### config.mk
export PLATFORM = sky130hd
export DESIGN_NAME = pio_byte_seq
export DESIGN_NICKNAME = d
export VERILOG_FILES = /design/src/rtl/pio_seq_pkg.sv /design/src/rtl/pio_cap_track.sv /design/src/rtl/pio_play_track.sv /design/src/rtl/pio_host_mux.sv /design/src/rtl/pio_byte_seq.sv
export SDC_FILE = /design/constraint.sdc
export NUM_CORES = 1
export LEC_CHECK = 0
export BUFFER_PORTS_ARGS = -buffer_cell sky130_fd_sc_hd__buf_2
export CORE_MARGIN = 2
export CORE_UTILIZATION = 56
export CTS_CLUSTER_SIZE = 25
export DETAILED_ROUTE_END_ITERATION = 12
export GPL_TIMING_DRIVEN = 0
export PLACE_DENSITY = 0.89
export SETUP_SLACK_MARGIN = 0.2
export SLEW_MARGIN = 20
export SYNTH_ARGS = -nofsm -noshare
export SYNTH_HDL_FRONTEND = slang
export SYNTH_SLANG_ARGS = --single-unit
### constraint.sdc
create_clock -name clk -period 3.4 [get_ports clk]
set_input_delay 0.68 -clock clk [delete_from_list [all_inputs] [get_ports clk]]
set_output_delay 0.68 -clock clk [all_outputs]
set_load 0.05 [all_outputs]
### src/rtl/pio_seq_pkg.sv
package pio_seq_pkg;

  // Sample format code: bit 0 selects 16-bit words, bit 1 selects stereo.
  typedef enum logic [1:0] {
    FMT_MONO8    = 2'b00,
    FMT_MONO16   = 2'b01,
    FMT_STEREO8  = 2'b10,
    FMT_STEREO16 = 2'b11
  } smp_fmt_e;

  // Index of the last byte of a sample in the given format.
  function automatic int unsigned fmt_last_idx(input logic [1:0] fmt);
    int unsigned nbytes;
    nbytes = 1 << (int'(fmt[0]) + int'(fmt[1]));
    return nbytes - 1;
  endfunction

  // Value of the data port while powered down: only the top bit set.
  function automatic int unsigned pdn_pattern(input int unsigned byte_w);
    return 1 << (byte_w - 1);
  endfunction

endpackage

### src/rtl/pio_cap_track.sv
module pio_cap_track #(
  parameter int unsigned BYTE_W    = 8,
  parameter int unsigned SMP_BYTES = 4,
  localparam int unsigned IDX_W    = $clog2(SMP_BYTES),
  localparam int unsigned SMP_W    = BYTE_W * SMP_BYTES
) (
  input  logic              clk,
  input  logic              rst_n,
  input  logic [IDX_W-1:0]  last_idx,
  input  logic              rd_adv,
  input  logic              sts_rd,
  input  logic              fifo_valid,
  input  logic [SMP_W-1:0]  fifo_data,
  output logic              fifo_ready,
  output logic [BYTE_W-1:0] cur_byte,
  output logic [IDX_W-1:0]  idx,
  output logic              fresh
);

  logic [SMP_BYTES-1:0][BYTE_W-1:0] buf_q;
  logic [IDX_W-1:0] ptr_q, ptr_d;
  logic have_q, have_d;
  logic done_q, done_d;
  logic armed_q, armed_d;
  logic load, advance, at_last;

  // Next-state logic
  always_comb begin
    load    = fifo_valid && (!have_q || (done_q && armed_q));
    advance = rd_adv && have_q && !load;
    at_last = (ptr_q >= last_idx);

    ptr_d   = ptr_q;
    done_d  = done_q;
    armed_d = armed_q;
    have_d  = have_q || load;

    if (load) begin
      ptr_d   = '0;
      done_d  = 1'b0;
      armed_d = 1'b0;
    end else begin
      if (advance) begin
        if (at_last) done_d = 1'b1;
        else         ptr_d  = ptr_q + IDX_W'(1);
      end
      if (sts_rd && done_q) armed_d = 1'b1;
    end
  end

  // State registers
  always_ff @(posedge clk or negedge rst_n) begin
    if (!rst_n) begin
      ptr_q   <= '0;
      have_q  <= 1'b0;
      done_q  <= 1'b0;
      armed_q <= 1'b0;
    end else begin
      ptr_q   <= ptr_d;
      have_q  <= have_d;
      done_q  <= done_d;
      armed_q <= armed_d;
    end
  end

  // Sample holding register, enabled on load
  always_ff @(posedge clk or negedge rst_n) begin
    if (!rst_n) begin
      buf_q <= '0;
    end else if (load) begin
      buf_q <= fifo_data;
    end
  end

  assign fifo_ready = load;
  assign cur_byte   = buf_q[ptr_q];
  assign idx        = ptr_q;
  assign fresh      = have_q && !done_q;

endmodule

### src/rtl/pio_play_track.sv
module pio_play_track #(
  parameter int unsigned BYTE_W    = 8,
  parameter int unsigned SMP_BYTES = 4,
  localparam int unsigned IDX_W    = $clog2(SMP_BYTES),
  localparam int unsigned SMP_W    = BYTE_W * SMP_BYTES
) (
  input  logic              clk,
  input  logic              rst_n,
  input  logic [IDX_W-1:0]  last_idx,
  input  logic              wr_en,
  input  logic [BYTE_W-1:0] wr_byte,
  input  logic              sts_rd,
  input  logic              fifo_ready,
  output logic              fifo_valid,
  output logic [SMP_W-1:0]  fifo_data,
  output logic              accepting
);

  logic [SMP_BYTES-1:0][BYTE_W-1:0] buf_q, buf_d;
  logic [SMP_BYTES-1:0]             byte_en;
  logic [IDX_W-1:0] ptr_q, ptr_d;
  logic full_q, full_d;
  logic pend_q, pend_d;
  logic push, wr_ok, at_last;

  always_comb begin
    push    = pend_q && fifo_ready;
    wr_ok   = wr_en && !full_q;
    at_last = (ptr_q >= last_idx);

    ptr_d  = ptr_q;
    full_d = full_q;
    pend_d = pend_q;

    if (push) begin
      ptr_d  = '0;
      full_d = 1'b0;
      pend_d = 1'b0;
    end else begin
      if (wr_ok) begin
        if (at_last) full_d = 1'b1;
        else         ptr_d  = ptr_q + IDX_W'(1);
      end
      if (sts_rd && full_q) pend_d = 1'b1;
    end
  end

  // Per-byte write enables and next values
  for (genvar gi = 0; gi < SMP_BYTES; gi++) begin : g_byte
    always_comb begin
      byte_en[gi] = wr_ok && (ptr_q == IDX_W'(gi));
      if (push)             buf_d[gi] = '0;
      else if (byte_en[gi]) buf_d[gi] = wr_byte;
      else                  buf_d[gi] = buf_q[gi];
    end
  end

  always_ff @(posedge clk or negedge rst_n) begin
    if (!rst_n) begin
      ptr_q  <= '0;
      full_q <= 1'b0;
      pend_q <= 1'b0;
    end else begin
      ptr_q  <= ptr_d;
      full_q <= full_d;
      pend_q <= pend_d;
    end
  end

  always_ff @(posedge clk or negedge rst_n) begin
    if (!rst_n) begin
      buf_q <= '0;
    end else if (push || wr_ok) begin
      buf_q <= buf_d;
    end
  end

  assign fifo_valid = pend_q;
  assign fifo_data  = buf_q;
  assign accepting  = !full_q;

endmodule

### src/rtl/pio_host_mux.sv
module pio_host_mux
  import pio_seq_pkg::*;
#(
  parameter int unsigned BYTE_W    = 8,
  parameter int unsigned SMP_BYTES = 4,
  localparam int unsigned IDX_W    = $clog2(SMP_BYTES),
  localparam logic [BYTE_W-1:0] PDN_VAL = BYTE_W'(pdn_pattern(BYTE_W))
) (
  input  logic              sts_rd,
  input  logic              pdn,
  input  logic [BYTE_W-1:0] cur_byte,
  input  logic [IDX_W-1:0]  cap_idx,
  input  logic              cap_fresh,
  input  logic              play_accepting,
  output logic [BYTE_W-1:0] rdata
);

  logic [BYTE_W-1:0] status;

  always_comb begin
    status                 = '0;
    status[IDX_W-1:0]      = cap_idx;
    status[IDX_W]          = cap_fresh;
    status[IDX_W+1]        = play_accepting;
    if (sts_rd)   rdata = status;
    else if (pdn) rdata = PDN_VAL;
    else          rdata = cur_byte;
  end

endmodule

### src/rtl/pio_byte_seq.sv
module pio_byte_seq
  import pio_seq_pkg::*;
#(
  parameter int unsigned BYTE_W    = 8,
  parameter int unsigned SMP_BYTES = 4,
  localparam int unsigned IDX_W    = $clog2(SMP_BYTES),
  localparam int unsigned SMP_W    = BYTE_W * SMP_BYTES
) (
  input  logic              clk,
  input  logic              rst_n,
  input  logic [1:0]        fmt_i,
  input  logic              pdn_i,
  input  logic              dat_rd_i,
  input  logic              dat_wr_i,
  input  logic              sts_rd_i,
  input  logic [BYTE_W-1:0] wdata_i,
  output logic [BYTE_W-1:0] rdata_o,
  input  logic              cap_valid_i,
  input  logic [SMP_W-1:0]  cap_sample_i,
  output logic              cap_ready_o,
  output logic              play_valid_o,
  output logic [SMP_W-1:0]  play_sample_o,
  input  logic              play_ready_i
);

  // Reset: asserted asynchronously, released on a clock edge
  logic [1:0] rst_sync_q;
  logic       rst_q_n;

  always_ff @(posedge clk or negedge rst_n) begin
    if (!rst_n) rst_sync_q <= 2'b00;
    else        rst_sync_q <= {rst_sync_q[0], 1'b1};
  end
  assign rst_q_n = rst_sync_q[1];

  logic [IDX_W-1:0]  cap_last;
  logic [IDX_W-1:0]  cap_idx;
  logic [BYTE_W-1:0] cap_byte;
  logic              cap_fresh;
  logic              play_accepting;
  logic              rd_adv, wr_en;

  assign cap_last = IDX_W'(fmt_last_idx(fmt_i));
  assign rd_adv   = dat_rd_i && !pdn_i;
  assign wr_en    = dat_wr_i && !pdn_i;

  pio_cap_track #(.BYTE_W(BYTE_W), .SMP_BYTES(SMP_BYTES)) u_cap (
    .clk        (clk),
    .rst_n      (rst_q_n),
    .last_idx   (cap_last),
    .rd_adv     (rd_adv),
    .sts_rd     (sts_rd_i),
    .fifo_valid (cap_valid_i),
    .fifo_data  (cap_sample_i),
    .fifo_ready (cap_ready_o),
    .cur_byte   (cap_byte),
    .idx        (cap_idx),
    .fresh      (cap_fresh)
  );

  pio_play_track #(.BYTE_W(BYTE_W), .SMP_BYTES(SMP_BYTES)) u_play (
    .clk        (clk),
    .rst_n      (rst_q_n),
    .last_idx   (cap_last),
    .wr_en      (wr_en),
    .wr_byte    (wdata_i),
    .sts_rd     (sts_rd_i),
    .fifo_ready (play_ready_i),
    .fifo_valid (play_valid_o),
    .fifo_data  (play_sample_o),
    .accepting  (play_accepting)
  );

  pio_host_mux #(.BYTE_W(BYTE_W), .SMP_BYTES(SMP_BYTES)) u_mux (
    .sts_rd         (sts_rd_i),
    .pdn            (pdn_i),
    .cur_byte       (cap_byte),
    .cap_idx        (cap_idx),
    .cap_fresh      (cap_fresh),
    .play_accepting (play_accepting),
    .rdata          (rdata_o)
  );

endmodule

==> impl_metrics.json <==
{
  "end_kind": "output pin",
  "dp_cells": 469,
  "synth_edf_count": 0,
  "post_cts_buffers": 0,
  "root_buffer": "clkbuf_8",
  "pwr-share-seq": 0.390,
  "wl_microns": 7431,
  "ir_drop_v": 0.0005369,
  "slew_viol_final": 0,
  "path_max_fanout": 10,
  "clkPwrFrac": 0.194,
  "synth_cells": 302,
  "cts.htree.levels": 3,
  "core_sq_um": 5886,
  "dpl.hpwl_microns": 5470,
  "rsz0062_at_grt": "no",
  "fin_hold_ws_ps": 99.09,
  "yosysUniqueCellTypes": 34,
  "max_cap_viol_count": 0,
  "cts_sinks": 75,
  "syn-num-nets": 358,
  "die_x_microns": 81.63,
  "syn2layout_area_growth_pct": 23.06,
  "wire_per_inst_microns": 15.32,
  "postLayoutCoreUtil": 0.7056,
  "dieHeight_microns": 81.63,
  "diodes": 0,
  "via_count": 2641,
  "required_ps": 2720,
  "clk_pin_slew_ps": 80,
  "drt_iter0_markers": 144,
  "antenna_found_initial": 0,
  "grt_max_degree": 47,
  "grt_pass1_vias": 2604,
  "rows": 28,
  "combPwrFrac": 0.416,
  "cts_tree": "built",
  "intPower_w": 0.002185,
  "r2r_cells": 7,
  "p_leak_nw": 2.016,
  "grt_pass1_wl_microns": 12290,
  "vias_per_cell": 5.445,
  "fillers": 439,
  "num_io_pins": 92,
  "hold_violations": 0,
  "synth_top_area_cell": "dfrtp_1",
  "synth-seq-area-share": 0.5562,
  "drc": 0,
  "cts_buffers": 9,
  "synthArstFlopShare": 1.000,
  "io_buffer_count": 91,
  "outcome": "finished clean",
  "overflow": 0,
  "seq_area_sq_um": 1881,
  "clock.fmax_mhz": 378.1,
  "netSwitchingPower_w": 0.001409,
  "ys.flop_type": "dfrtp_1",
  "multi_input_area_sq_um": 1379,
  "avgSynthCellArea_sq_um": 11.17,
  "rrSetupSlack_ps": 1510,
  "cp.arrival_ps": 1970,
  "power.density_nw_per_um2": 865.4,
  "period_needed_ps": 2645,
  "timing.rr.start": "u_cap.idx[0]$_DFFE_PN0P_",
  "synth_area_leaders": "dfrtp_1, mux2_2, nand2_1",
  "gp_congestion": 0.7594,
  "crit_type": "flip-flop to output pin",
  "critPathLaunchType": "flip-flop",
  "fin_crit_sh": 0.7779,
  "netlist_area_sq_um": 3374,
  "drive_gt1_frac": 0.3951,
  "setup_viol": 0,
  "initial_core_util": 0.5733,
  "ant_nets": 0,
  "cts_resized": 0,
  "dr.pass1.iters": 4,
  "clk-insertion-delay-late_ps": 340,
  "synth_warnings": 0,
  "clock_path_buffers": 2,
  "layout.cells.non_filler": 485,
  "grt_usage": 0.2453,
  "clock_skew_ps": 12.50,
  "min_path_type": "primary input to async pin",
  "r2r-end": "u_cap.idx[0]$_DFFE_PN0P_",
  "p_total_w": 0.003594,
  "synth_commonest_cells": "dfrtp_1, nand2_1, a21oi_1",
  "fin_setup_tns_ps": 0,
  "p_sw_frac": 0.3920,
  "die_area_sq_um": 6663,
  "cts_hold_buffers": 0,
  "ys_ff_latch": 75,
  "yosysTopAreaCellShare": 0.5562,
  "nNetsFinal": 461
}
power by group through the flow:
stage                     Combinational [W]  Clock [W]  Sequential (W)
after CTS                           0.00151   0.000706         0.00140
after global routing                0.00162   0.000749         0.00145
after global placement              0.00144          0         0.00141
after floorplan                    0.000876          0         0.00169
after detailed placement            0.00150          0         0.00142
final                               0.00150   0.000696         0.00140
registers in the layout, indices dropped and copies added (netlist names):
register           cells
u_cap.buf_q           32
u_play.fifo_data      32
rst_sync_q             2
u_cap.done_q           1
u_play.ptr_q           2
u_cap.have_q           1
u_cap.idx              2
u_play.fifo_valid      1
u_cap.armed_q          1
u_play.full_q          1
worst max-delay path, stage by stage, from the launching register on:
cell and delay [ps]:
dfrtp_1 430, buf_4 250, mux4_2 530, nand3_1 100
o21ai_0 90, buf_2 230
cell usage in the layout, fill, tap and decap left out, drive strengths merged, types with 2 or more instances in the layout:
cell / count
a211oi: 4
a21boi: 2
a21oi: 36
a31oi: 2
and2: 5
and3: 4
buf: 102
clkbuf: 16
clkinvlp: 2
dfrtp: 75
ha: 6
inv: 8
mux2: 32
mux2i: 3
mux4: 7
nand2: 76
nand2b: 2
nand3b: 2
nor2: 8
o21ai: 2
o22ai: 2
or2: 2
how the worst max path moves through the flow:
stage / to / cells past startpoint / slack (ps) / from
5_1_grt: rdata_o[0] / 5 / 640 / u_cap.idx[0]$_DFFE_PN0P_
2_1_floorplan: rdata_o[0] / 2 / 880 / sts_rd_i
6_report: rdata_o[0] / 5 / 760 / u_cap.idx[0]$_DFFE_PN0P_
4_1_cts: rdata_o[6] / 4 / 730 / u_cap.idx[0]$_DFFE_PN0P_
3_3_place_gp: u_cap.buf_q[25]$_DFFE_PN0P_ / 0 / 440 / rst_sync_q[1]$_DFF_PN0_
3_5_place_dp: u_play.ptr_q[0]$_DFFE_PN0P_ / 7 / 990 / fmt_i[1]
per-stage QoR:
| step | area [sq um] | setup WS [ps] |
|---|---|---|
| global route | 4153 | 640.0 |
| CTS | 4153 | 731.3 |
| detailed placement | 3948 | 985.8 |
| finish | 4153 | 755.0 |
| floorplan | 3374 | 877.4 |
| global placement | 3924 | 442.9 |
logic make-up (layout without fill, tap and decap cells):
family	count (synthesis)	in the layout	share of synthesized area
mux	42	42	0.1624
xor+xnor	1	1	0.002596
compound gates	50	50	0.08194
fa+ha+maj	7	7	0.02558
other cells	1	1	0.001111
buf+inv	22	130	0.03522
flops	75	75	0.5562
simple gates	104	104	0.1350
metal layers:
metal,vias to the layer above,GRT usage,wire [microns]
met4,0,0.09500,90
met2,96,0.4139,3762
met1,1305,0.2981,2964
met5,-,0,0
met3,10,0.07253,613
li1,1230,-,-
cell type report:
type,count,share of cell area
multi-input cells,205,0.3320
clock inverters,4,0.01205
inverters,8,0.007231
clock buffers,12,0.03736
flip-flops and latches,75,0.4528
well taps,75,0.02260
repair buffers,92,0.1145
plain buffers,14,0.02139
(Power assumes the default switching activity.)
